### src/rtl/slp_pkg.sv
package slp_pkg;

  typedef enum logic [2:0] {
    MD_RUN   = 3'd0,
    MD_DOZE  = 3'd1,
    MD_NAP   = 3'd2,
    MD_SLEEP = 3'd3,
    MD_DEEP  = 3'd4
  } pmode_e;

  typedef struct packed {
    logic pll;
    logic core;
    logic cache;
    logic fu;
  } clk_en_t;

  function automatic logic code_ok(input logic [2:0] c);
    return (c >= 3'd1) && (c <= 3'd4);
  endfunction

endpackage

### src/rtl/slp_nap_timer.sv
module slp_nap_timer #(
  parameter int TW = 8
) (
  input  logic          clk,
  input  logic          rst_n,
  input  logic          clear,
  input  logic          count_en,
  input  logic [TW-1:0] limit,
  output logic          expire
);

  logic [TW-1:0] tmr_q;

  assign expire = count_en && (limit != '0) && (tmr_q == limit - TW'(1));

  always_ff @(posedge clk or negedge rst_n) begin
    if (!rst_n) begin
      tmr_q <= '0;
    end else if (clear) begin
      tmr_q <= '0;
    end else if (count_en && !expire) begin
      tmr_q <= tmr_q + TW'(1);
    end
  end

  // with a stable limit, the count never runs past the terminal value
  assert_tmr_bound_R7: assert property (@(posedge clk) disable iff (!rst_n)
    (count_en && limit != '0 && $stable(limit)) |-> (tmr_q < limit));

endmodule

### src/rtl/slp_wake_count.sv
module slp_wake_count #(
  parameter int CW = 4
) (
  input  logic          clk,
  input  logic          rst_n,
  input  logic          load,
  input  logic [CW-1:0] load_val,
  input  logic          tick,
  output logic          last
);

  logic [CW-1:0] cnt_q;

  assign last = tick && (cnt_q == CW'(1));

  always_ff @(posedge clk or negedge rst_n) begin
    if (!rst_n) begin
      cnt_q <= '0;
    end else if (load) begin
      cnt_q <= load_val;
    end else if (tick && cnt_q != '0) begin
      cnt_q <= cnt_q - CW'(1);
    end
  end

  // a wake window never loads a zero latency
  assert_lat_nonzero_R8: assert property (@(posedge clk) disable iff (!rst_n)
    load |-> (load_val != '0));

  // while waking the counter is live (no underflow)
  assert_cnt_live_R8: assert property (@(posedge clk) disable iff (!rst_n)
    tick |-> (cnt_q != '0));

endmodule

### src/rtl/slp_clk_gate_ctrl.sv
module slp_clk_gate_ctrl
  import slp_pkg::*;
(
  input  pmode_e  mode,
  input  logic    waking,
  output clk_en_t en
);

  always_comb begin
    en = '{pll: 1'b1, core: 1'b1, cache: 1'b1, fu: 1'b1};
    if (!waking) begin
      unique case (mode)
        MD_DOZE:  en = '{pll: 1'b1, core: 1'b1, cache: 1'b1, fu: 1'b0};
        MD_NAP:   en = '{pll: 1'b1, core: 1'b1, cache: 1'b0, fu: 1'b0};
        MD_SLEEP: en = '{pll: 1'b1, core: 1'b0, cache: 1'b0, fu: 1'b0};
        MD_DEEP:  en = '{pll: 1'b0, core: 1'b0, cache: 1'b0, fu: 1'b0};
        default:  en = '{pll: 1'b1, core: 1'b1, cache: 1'b1, fu: 1'b1};
      endcase
    end
  end

endmodule

### src/rtl/core_sleep_ctrl.sv
module core_sleep_ctrl
  import slp_pkg::*;
#(
  parameter int TMR_W     = 8,
  parameter int NAP_LAT   = 4,
  parameter int SLEEP_LAT = 10,
  parameter int DEEP_LAT  = 20000
) (
  input  logic             clk,
  input  logic             rst_n,
  input  logic             req_valid,
  output logic             req_ready,
  input  logic [2:0]       req_mode,
  input  logic [TMR_W-1:0] nap_limit,
  input  logic             ext_irq,
  output logic [2:0]       mode_o,
  output logic             waking,
  output logic             core_ready,
  output logic             fu_clk_en,
  output logic             cache_clk_en,
  output logic             core_clk_en,
  output logic             pll_en
);

  localparam int MAX_A   = (NAP_LAT > SLEEP_LAT) ? NAP_LAT : SLEEP_LAT;
  localparam int MAX_LAT = (DEEP_LAT > MAX_A) ? DEEP_LAT : MAX_A;
  localparam int CW      = $clog2(MAX_LAT + 1);

  localparam logic [CW-1:0] LAT_DOZE  = CW'(1);
  localparam logic [CW-1:0] LAT_NAP   = CW'(NAP_LAT);
  localparam logic [CW-1:0] LAT_SLEEP = CW'(SLEEP_LAT);
  localparam logic [CW-1:0] LAT_DEEP  = CW'(DEEP_LAT);

  pmode_e        mode_q;
  logic          wake_q;
  logic          accept;
  logic          take;
  logic          asleep;
  logic          irq_wake;
  logic          tmo;
  logic          wake_evt;
  logic          lat_last;
  logic [CW-1:0] lat_sel;
  clk_en_t       en;

  assign req_ready = (mode_q == MD_RUN) && !wake_q;
  assign accept    = req_valid && req_ready;
  assign take      = accept && code_ok(req_mode);
  assign asleep    = (mode_q != MD_RUN) && !wake_q;
  assign irq_wake  = asleep && ext_irq;
  assign wake_evt  = irq_wake || tmo;

  always_comb begin
    unique case (mode_q)
      MD_DOZE:  lat_sel = LAT_DOZE;
      MD_NAP:   lat_sel = LAT_NAP;
      MD_SLEEP: lat_sel = LAT_SLEEP;
      MD_DEEP:  lat_sel = LAT_DEEP;
      default:  lat_sel = LAT_DOZE;
    endcase
  end

  slp_nap_timer #(.TW(TMR_W)) u_tmr (
    .clk      (clk),
    .rst_n    (rst_n),
    .clear    (take),
    .count_en (asleep && mode_q == MD_NAP),
    .limit    (nap_limit),
    .expire   (tmo)
  );

  slp_wake_count #(.CW(CW)) u_lat (
    .clk      (clk),
    .rst_n    (rst_n),
    .load     (wake_evt),
    .load_val (lat_sel),
    .tick     (wake_q),
    .last     (lat_last)
  );

  always_ff @(posedge clk or negedge rst_n) begin
    if (!rst_n) begin
      mode_q <= MD_RUN;
      wake_q <= 1'b0;
    end else if (take) begin
      mode_q <= pmode_e'(req_mode);
    end else if (wake_evt) begin
      wake_q <= 1'b1;
    end else if (lat_last) begin
      wake_q <= 1'b0;
      mode_q <= MD_RUN;
    end
  end

  slp_clk_gate_ctrl u_gate (
    .mode   (mode_q),
    .waking (wake_q),
    .en     (en)
  );

  assign mode_o       = mode_q;
  assign waking       = wake_q;
  assign core_ready   = (mode_q == MD_RUN);
  assign fu_clk_en    = en.fu;
  assign cache_clk_en = en.cache;
  assign core_clk_en  = en.core;
  assign pll_en       = en.pll;

  // run persists unless a valid code is handed over
  assert_run_hold_R2: assert property (@(posedge clk) disable iff (!rst_n)
    (core_ready && !(req_valid && code_ok(req_mode))) |=> core_ready);

  // an accepted valid code becomes the mode on the next cycle
  assert_enter_R2: assert property (@(posedge clk) disable iff (!rst_n)
    (req_valid && req_ready && code_ok(req_mode)) |=>
      (mode_o == $past(req_mode) && !waking && !core_ready));

  // sleep and deep sleep leave only on an interrupt
  assert_irq_only_R6: assert property (@(posedge clk) disable iff (!rst_n)
    ((mode_o == 3'd3 || mode_o == 3'd4) && !waking && !ext_irq) |=>
      ($stable(mode_o) && !waking));

  // doze resumes one cycle after the interrupt edge
  assert_doze_lat_R8: assert property (@(posedge clk) disable iff (!rst_n)
    (mode_o == 3'd1 && !waking && ext_irq) |=> (waking ##1 core_ready));

  // during the wake window every clock runs and nothing is accepted
  assert_wake_clocks_R9: assert property (@(posedge clk) disable iff (!rst_n)
    waking |-> (fu_clk_en && cache_clk_en && core_clk_en && pll_en &&
                !core_ready && !req_ready));

  // the reported mode does not change while waking, except back to run
  assert_wake_mode_R9: assert property (@(posedge clk) disable iff (!rst_n)
    (waking && !lat_last) |=> (waking && $stable(mode_o)));

  // the PLL is off only in deep sleep
  assert_pll_off_R5: assert property (@(posedge clk) disable iff (!rst_n)
    !pll_en |-> (mode_o == 3'd4 && !waking));

endmodule

### config.mk
export PLATFORM = sky130hd
export DESIGN_NAME = core_sleep_ctrl
export DESIGN_NICKNAME = d
export VERILOG_FILES = /design/src/rtl/slp_pkg.sv /design/src/rtl/slp_nap_timer.sv /design/src/rtl/slp_wake_count.sv /design/src/rtl/slp_clk_gate_ctrl.sv /design/src/rtl/core_sleep_ctrl.sv
export SDC_FILE = /design/constraint.sdc
export NUM_CORES = 1
export LEC_CHECK = 0
export BUFFER_PORTS_ARGS = -buffer_cell sky130_fd_sc_hd__buf_2
export CAP_MARGIN = 20
export CELL_PAD_IN_SITES_DETAIL_PLACEMENT = 2
export CELL_PAD_IN_SITES_GLOBAL_PLACEMENT = 2
export CORE_ASPECT_RATIO = 1.5
export CORE_UTILIZATION = 31
export DETAILED_ROUTE_END_ITERATION = 10
export GPL_TIMING_DRIVEN = 1
export MAX_ROUTING_LAYER = met4
export PLACE_DENSITY_LB_ADDON = 0.1
export RECOVER_POWER = 50
export REMOVE_ABC_BUFFERS = 1
export SKIP_LAST_GASP = 1
export SYNTH_ARGS = -nofsm -noshare
export SYNTH_HDL_FRONTEND = slang
export SYNTH_SLANG_ARGS = --single-unit
### constraint.sdc
create_clock -name clk -period 2.5 [get_ports clk]
set_clock_uncertainty 0.1 [all_clocks]
set_input_delay 0.5 -clock clk [delete_from_list [all_inputs] [get_ports clk]]
set_output_delay 0.5 -clock clk [all_outputs]
set_load 0.01 [all_outputs]
* Word level (Yosys, flattened, before mapping)
Index checks and enable logic that the tools add are counted.
** Word-level totals
- Register bits :: 27
- Bits of input ports :: 15
- Output and inout port bits :: 10
- Logic and storage cells :: 54
** Operators by class
- Add/sub/neg operators :: 3
- $lt $le $gt $ge :: 2
- Equality and inequality tests :: 7
- Multiplexer cells :: 12
- Bitwise logic cells :: 1
- Reductions and logical operators :: 25
** Operators with widths (count)
- one-hot mux 15 bit (3 select lines) :: 1
- two-way mux 15 bit :: 2
- two-way mux 8 bit :: 2
- one-hot mux 4 bit (4 select lines) :: 1
- == test 15 x 1 -> 1 bit, second input constant :: 1
- nonzero test 15 bit :: 1
- subtractor 15 x 1 -> 15 bit, second input constant :: 1
- logical AND 1 bit :: 12
- two-way mux 3 bit :: 3
- adder 8 x 1 -> 8 bit, second input constant :: 1
- == test 8 bit :: 1
- nonzero test 2 bit :: 4
- nonzero test 8 bit :: 1
- subtractor 8 x 1 -> 8 bit, second input constant :: 1
- == test 3 x 2 -> 1 bit, second input constant :: 2
- two-way mux 4 bit :: 1
- AND reduction 2 bit :: 2
- == test 3 x 1 -> 1 bit, second input constant :: 1
- == test 3 bit, second input constant :: 1
- greater-or-equal comparator 3 x 1 -> 1 bit, second input constant :: 1
- less-or-equal comparator 3 bit, second input constant :: 1
- logical NOT 3 bit :: 1
- nonzero test 3 bit :: 1
- logical NOT 1 bit :: 2
- other kinds (4) :: 5

* Longest topological paths before layout
- Depth after elaboration :: 9
- Mapped depth :: 11
- Gate-level depth less buffers :: 9

* Modules after synthesis
From an unflattened synthesis, not the netlist that was laid out.
** Second synthesis, totals
- Cells, all modules :: 244
- Area total of the unflattened synthesis :: 2144.6 sq um
** By module, submodules not included
- slp_wake_count :: times used 1, cells each 118, area each 994.7 sq um, seq. area each 375.4 sq um
- slp_nap_timer :: times used 1, cells each 88, area each 812.0 sq um, seq. area each 200.2 sq um
- core_sleep_ctrl :: times used 1, cells each 29, area each 274.0 sq um, seq. area each 100.1 sq um
- slp_clk_gate_ctrl :: times used 1, cells each 9, area each 63.8 sq um, seq. area each 0.0 sq um

* Worst setup path before layout
No wires, ideal clock.
- Kind :: input -> register
- Start point :: in nap_limit[0]
- End point :: reg u_lat.cnt_q[11]
- Library setup time :: 0.137 ns
- Arrival time :: 2.293 ns
- Data required time :: 2.263 ns
- Path slack :: -0.031 ns
- Cell stages on the path :: 11
- Path buffers :: 2
- Cell sequence :: inv_1 -> ha_1 -> clkbuf_1 -> o21bai_1 -> a211oi_1 -> a31oi_1 -> o21ai_0 -> and2_4 -> or2_4 -> buf_6 -> o21ai_1
** Between the ends
- Longest elaborated chain between the ends :: 5
- Elaborated cells between the ends (all ways) :: 8
- Classes of those cells :: 1 x add/sub; 1 x eq/ne; 1 x mux; 5 x reduce/logical
** RTL lines
- start: declaration :: line core_sleep_ctrl.sv:14 : input logic [TMR_W-1:0] nap_limit,
- subtractor 8 x 1 -> 8 bit or nonzero test 8 bit (tied branches) :: line slp_nap_timer.sv:14 : assign expire = count_en && (limit != '0) && (tmr_q == limit - TW'(1));
- == test 8 bit or logical AND 1 bit (tied branches) :: line slp_nap_timer.sv:14
- logical AND 1 bit (*) :: line slp_nap_timer.sv:14
- logical OR 1 bit (*) :: line core_sleep_ctrl.sv:51 : assign wake_evt = irq_wake || tmo;
- two-way mux 15 bit or nonzero test 2 bit (tied branches)
- end signal: assignment :: line slp_wake_count.sv:20 : cnt_q <= load_val;
- end signal: assignment :: line slp_wake_count.sv:22 : cnt_q <= cnt_q - CW'(1);
- end: declaration :: line slp_wake_count.sv:12 : logic [CW-1:0] cnt_q;
Mark *: on every way between the ends. The rest lies on a longest branch, timed or not.
A chain may end at the register's enable or synchronous reset.

* Worst setup path after layout
- Start point :: in nap_limit[1]
- End point :: reg u_tmr.tmr_q[7]
** Between the ends
- Longest elaborated chain between the ends :: 6
- Elaborated cells between the ends (all ways) :: 8
- Classes of those cells :: 1 x add/sub; 1 x eq/ne; 6 x reduce/logical
** RTL lines
- subtractor 8 x 1 -> 8 bit or nonzero test 8 bit (tied branches) :: line slp_nap_timer.sv:14
- == test 8 bit or logical AND 1 bit (tied branches) :: line slp_nap_timer.sv:14
- logical AND 1 bit (*) :: line slp_nap_timer.sv:14
- logical NOT 1 bit (*) :: line slp_nap_timer.sv:21 : end else if (count_en && !expire) begin
- logical AND 1 bit (*) :: line slp_nap_timer.sv:21
- nonzero test 2 bit (no line) (*)
- end signal: assignment :: line slp_nap_timer.sv:22 : tmr_q <= tmr_q + TW'(1);
- end: declaration :: line slp_nap_timer.sv:12 : logic [TW-1:0] tmr_q;
Marks and branches as above.

==> results.cfg <==
[cts]
clk_pin_slew_ns = 0.09
cts_made_buffers = 3
insertion_delay_ns = 0.27
cts_root_buffer = clkbuf_8
cts_tree = done
cts.sink_count = 27
ctsHoldBuffers = 0
ctsHtreeMaxLevel = 1
clk_path_buf_depth = 2

[sta]
fin_setup_tns_ns = 0
tightest_slew_ns = 1.576
maxSlewHeadroom = -0.05058
hold_violations = 0
min_period_over_period = 0.9588
setup_viol = 0
slew_violations = 28
fmaxAchievable_mhz = 417.2
period_needed_ns = 2.397

[detailed_routing]
wl_per_cell_um = 18.09
routed_via_density = 5.409
met1_length_um = 2008
route.met2.wl_um = 3653
detail_route.first_pass.iterations = 2
wl_met3_um = 65
drt_iter0_drc = 45
highest_layer = met4
wl_um = 5880
drc = 0
ant_nets = 0
vias = 1758

[placed_design]
dp_cells = 318
globalplace.congestion = 0.8132
dp_hpwl_um = 4733
port_buffers = 24

[setup_path]
slowest_delay_ns = 0.40
cp_top_family = compound AO/OA/AOI/OAI gates
critPathKind = input port to flop
crit_path_end_kind = flop
cp_num_buf_inv = 3
crit_arrival_ns = 2.46
worst_setup_path_start_kind = input port
cp_max_fo = 6
crit_chain = buf_2 -> inv_1 -> ha_1 -> nor3b_2 -> o21ai_0 -> o211ai_1 -> nor3_4 -> a2111oi_4 -> buf_4 -> a21oi_1 -> a31o_2
critical_path_required_ns = 2.57
critPathSlowestCell = a2111oi_4

[logic_synthesis]
synth_seq_area_share = 0.3709
synthArstFlopShare = 1.000
syn_area_um2 = 1822
ys_ff_latch = 27
syn_inst = 205
ys_warn_count = 0
syn_area_per_cell_um2 = 8.887
synthFlopType = dfrtp_1
ys_types = 50
synth_edf_count = 0

[final_layout]
area_growth_pct = 23.83
fin_cells = 325
utilization = 0.4047
diodes = 0
drive_gt1_frac = 0.2549
final_nets = 276

[floorplan]
die-height_um = 95.89
ios = 25
initial_core_util = 0.3268
coreArea_um2 = 5574
dieArea_um2 = 6193
dieWidth_um = 64.59
rows = 33

[power_and_ir_drop]
irDropWorstVdd_mv = 0.3973
p_per_area_nw_per_um2 = 690.6
p_leak_nw = 0.9297

[outcome]
status = finished, violations left
violations = max-capacitance violations, max-slew violations

[grt]
antenna_found_initial = 0
gr-usage-all-layers = 0.2081
grt_overflow = 0
grt_pass1_vias = 1961
grt_max_degree = 28
grt_first_pass_wirelength_um = 9542

[run]
max_cap_viol_count = 1

[hold_path]
hp-class = input port to flop
[worst paths after layout]
path	from	to	slack [ns]	cells after the start
worst max-delay path	nap_limit[1]	u_tmr.tmr_q[7]	0.10	11
worst min-delay path	req_mode[1]	mode_o[1]	0.38	2
worst max register to register	mode_o[0]	u_tmr.tmr_q[6]	0.13	8
worst min register to register	u_lat.cnt_q[14]	u_lat.cnt_q[14]	0.45	2
max in group asynchronous	rst_n	u_tmr.tmr_q[3]	0.88	1
min in group asynchronous	rst_n	u_lat.cnt_q[8]	0.51	1
[layout by cell type (no fill, tap or decap), types with 2 or more instances in the layout]
master,n
o21ai_1,3
buf_2,23
nand2_1,22
dfrtp_1,27
o22ai_1,2
a211oi_1,2
nand2b_1,6
a22o_1,2
nor3_1,10
o21a_1,3
clkbuf_8,3
nand3_1,8
a31o_1,2
o21ai_0,9
o211ai_1,2
inv_1,7
buf_4,24
mux2i_1,2
a31oi_1,2
a21oi_1,4
clkbuf_1,5
nor4_1,8
xor2_1,4
xnor2_1,17
o31ai_1,2
nor2b_1,3
nor2_1,19
nand4_1,4
ha_1,4
a21o_1,2
[state kept, by name, summed over array words and instances (netlist names)]
signal       count
mode_o           3
waking           1
u_tmr.tmr_q      8
u_lat.cnt_q     15
[power by group]
| part | switching [mW] | internal (mW) |
|---|---|---|
| sequential | 0.126 | 0.557 |
| clock | 0.137 | 0.114 |
| combinational | 0.333 | 0.291 |
| total | 0.596 | 0.962 |
[routing by layer]
layer / up-vias / GRT usage
li1: 839 / -
met1: 886 / 0.1827
met2: 23 / 0.4535
met3: 10 / 0.009479
met4: 0 / 0.06481
met5: - / -
[cell type report]
cell class	count	area (um2)
Inverter	8	30.03
Tap cell	70	87.58
Multi-Input combinational cell	165	1107
Clock buffer	4	45.04
Fill cell	649	3318
Sequential cell	27	675.6
Timing Repair Buffer	51	310.3
[synthesized netlist by cell type, types with 2 or more instances]
cell	n	area [um2]
a211oi_1	2	15.01
a21o_1	2	15.01
a21oi_1	4	20.02
a22o_1	2	17.52
a31o_1	2	17.52
a31oi_1	2	12.51
buf_6	2	22.52
clkbuf_1	3	11.26
dfrtp_1	27	675.7
ha_1	5	62.56
inv_1	7	26.28
mux2i_1	2	20.02
nand2_1	22	82.58
nand2b_1	6	37.54
nand3_1	8	40.04
nand4_1	4	25.02
nor2_1	19	71.32
nor2b_1	3	18.77
nor3_1	10	50.05
nor4_1	8	50.05
o211ai_1	2	15.01
o21a_1	3	22.52
o21ai_0	9	45.04
o21ai_1	4	20.02
o22ai_1	2	12.51
o31ai_1	2	15.01
xnor2_1	17	148.9
xor2_1	4	35.03
[worst register-to-register path, cell delays in order (launching register included)]
cell and delay, ns:
dfrtp_1 0.38, or4b_4 0.55, nor3_2 0.19, o211ai_1 0.14, nor3_4 0.26, a2111oi_4 0.13, buf_4 0.17, a31o_1 0.22
a21oi_1 0.15
[cell families (layout without fill, tap and decap cells)]
group | count (synthesis) | count (layout) | synth area share
flops | 27 | 27 | 0.3709
mux | 2 | 2 | 0.01099
fa+ha+maj | 5 | 5 | 0.03434
buf+inv | 13 | 63 | 0.03503
compound gates | 46 | 46 | 0.1848
xor+xnor | 21 | 21 | 0.1010
simple gates | 91 | 91 | 0.2631
[repair_timing]
item | in CTS | in global routing
gates resized for setup | 1 | 4
setup endpoints to repair | 4 | 10
pin swaps | 3 | 1
setup buffers | 2 | 1
endpoints found under the hold margin | 0 | 0
[metrics by stage]
step / setup WS (ns) / area (um2) / power, mW / hold slack (ns)
3_5_place_dp: -0.3273 / 2176 / 1.320 / 0.4397
6_report: 0.1029 / 2256 / 1.558 / 0.3754
5_1_grt: -0.00001688 / 2256 / 1.667 / 0.3716
4_1_cts: 0.01609 / 2241 / 1.583 / 0.1615
2_1_floorplan: 0.08330 / 1788 / 1.046 / 0.1044
3_3_place_gp: -0.2975 / 2176 / 1.281 / 0.4243
(Power assumes the default switching activity.)
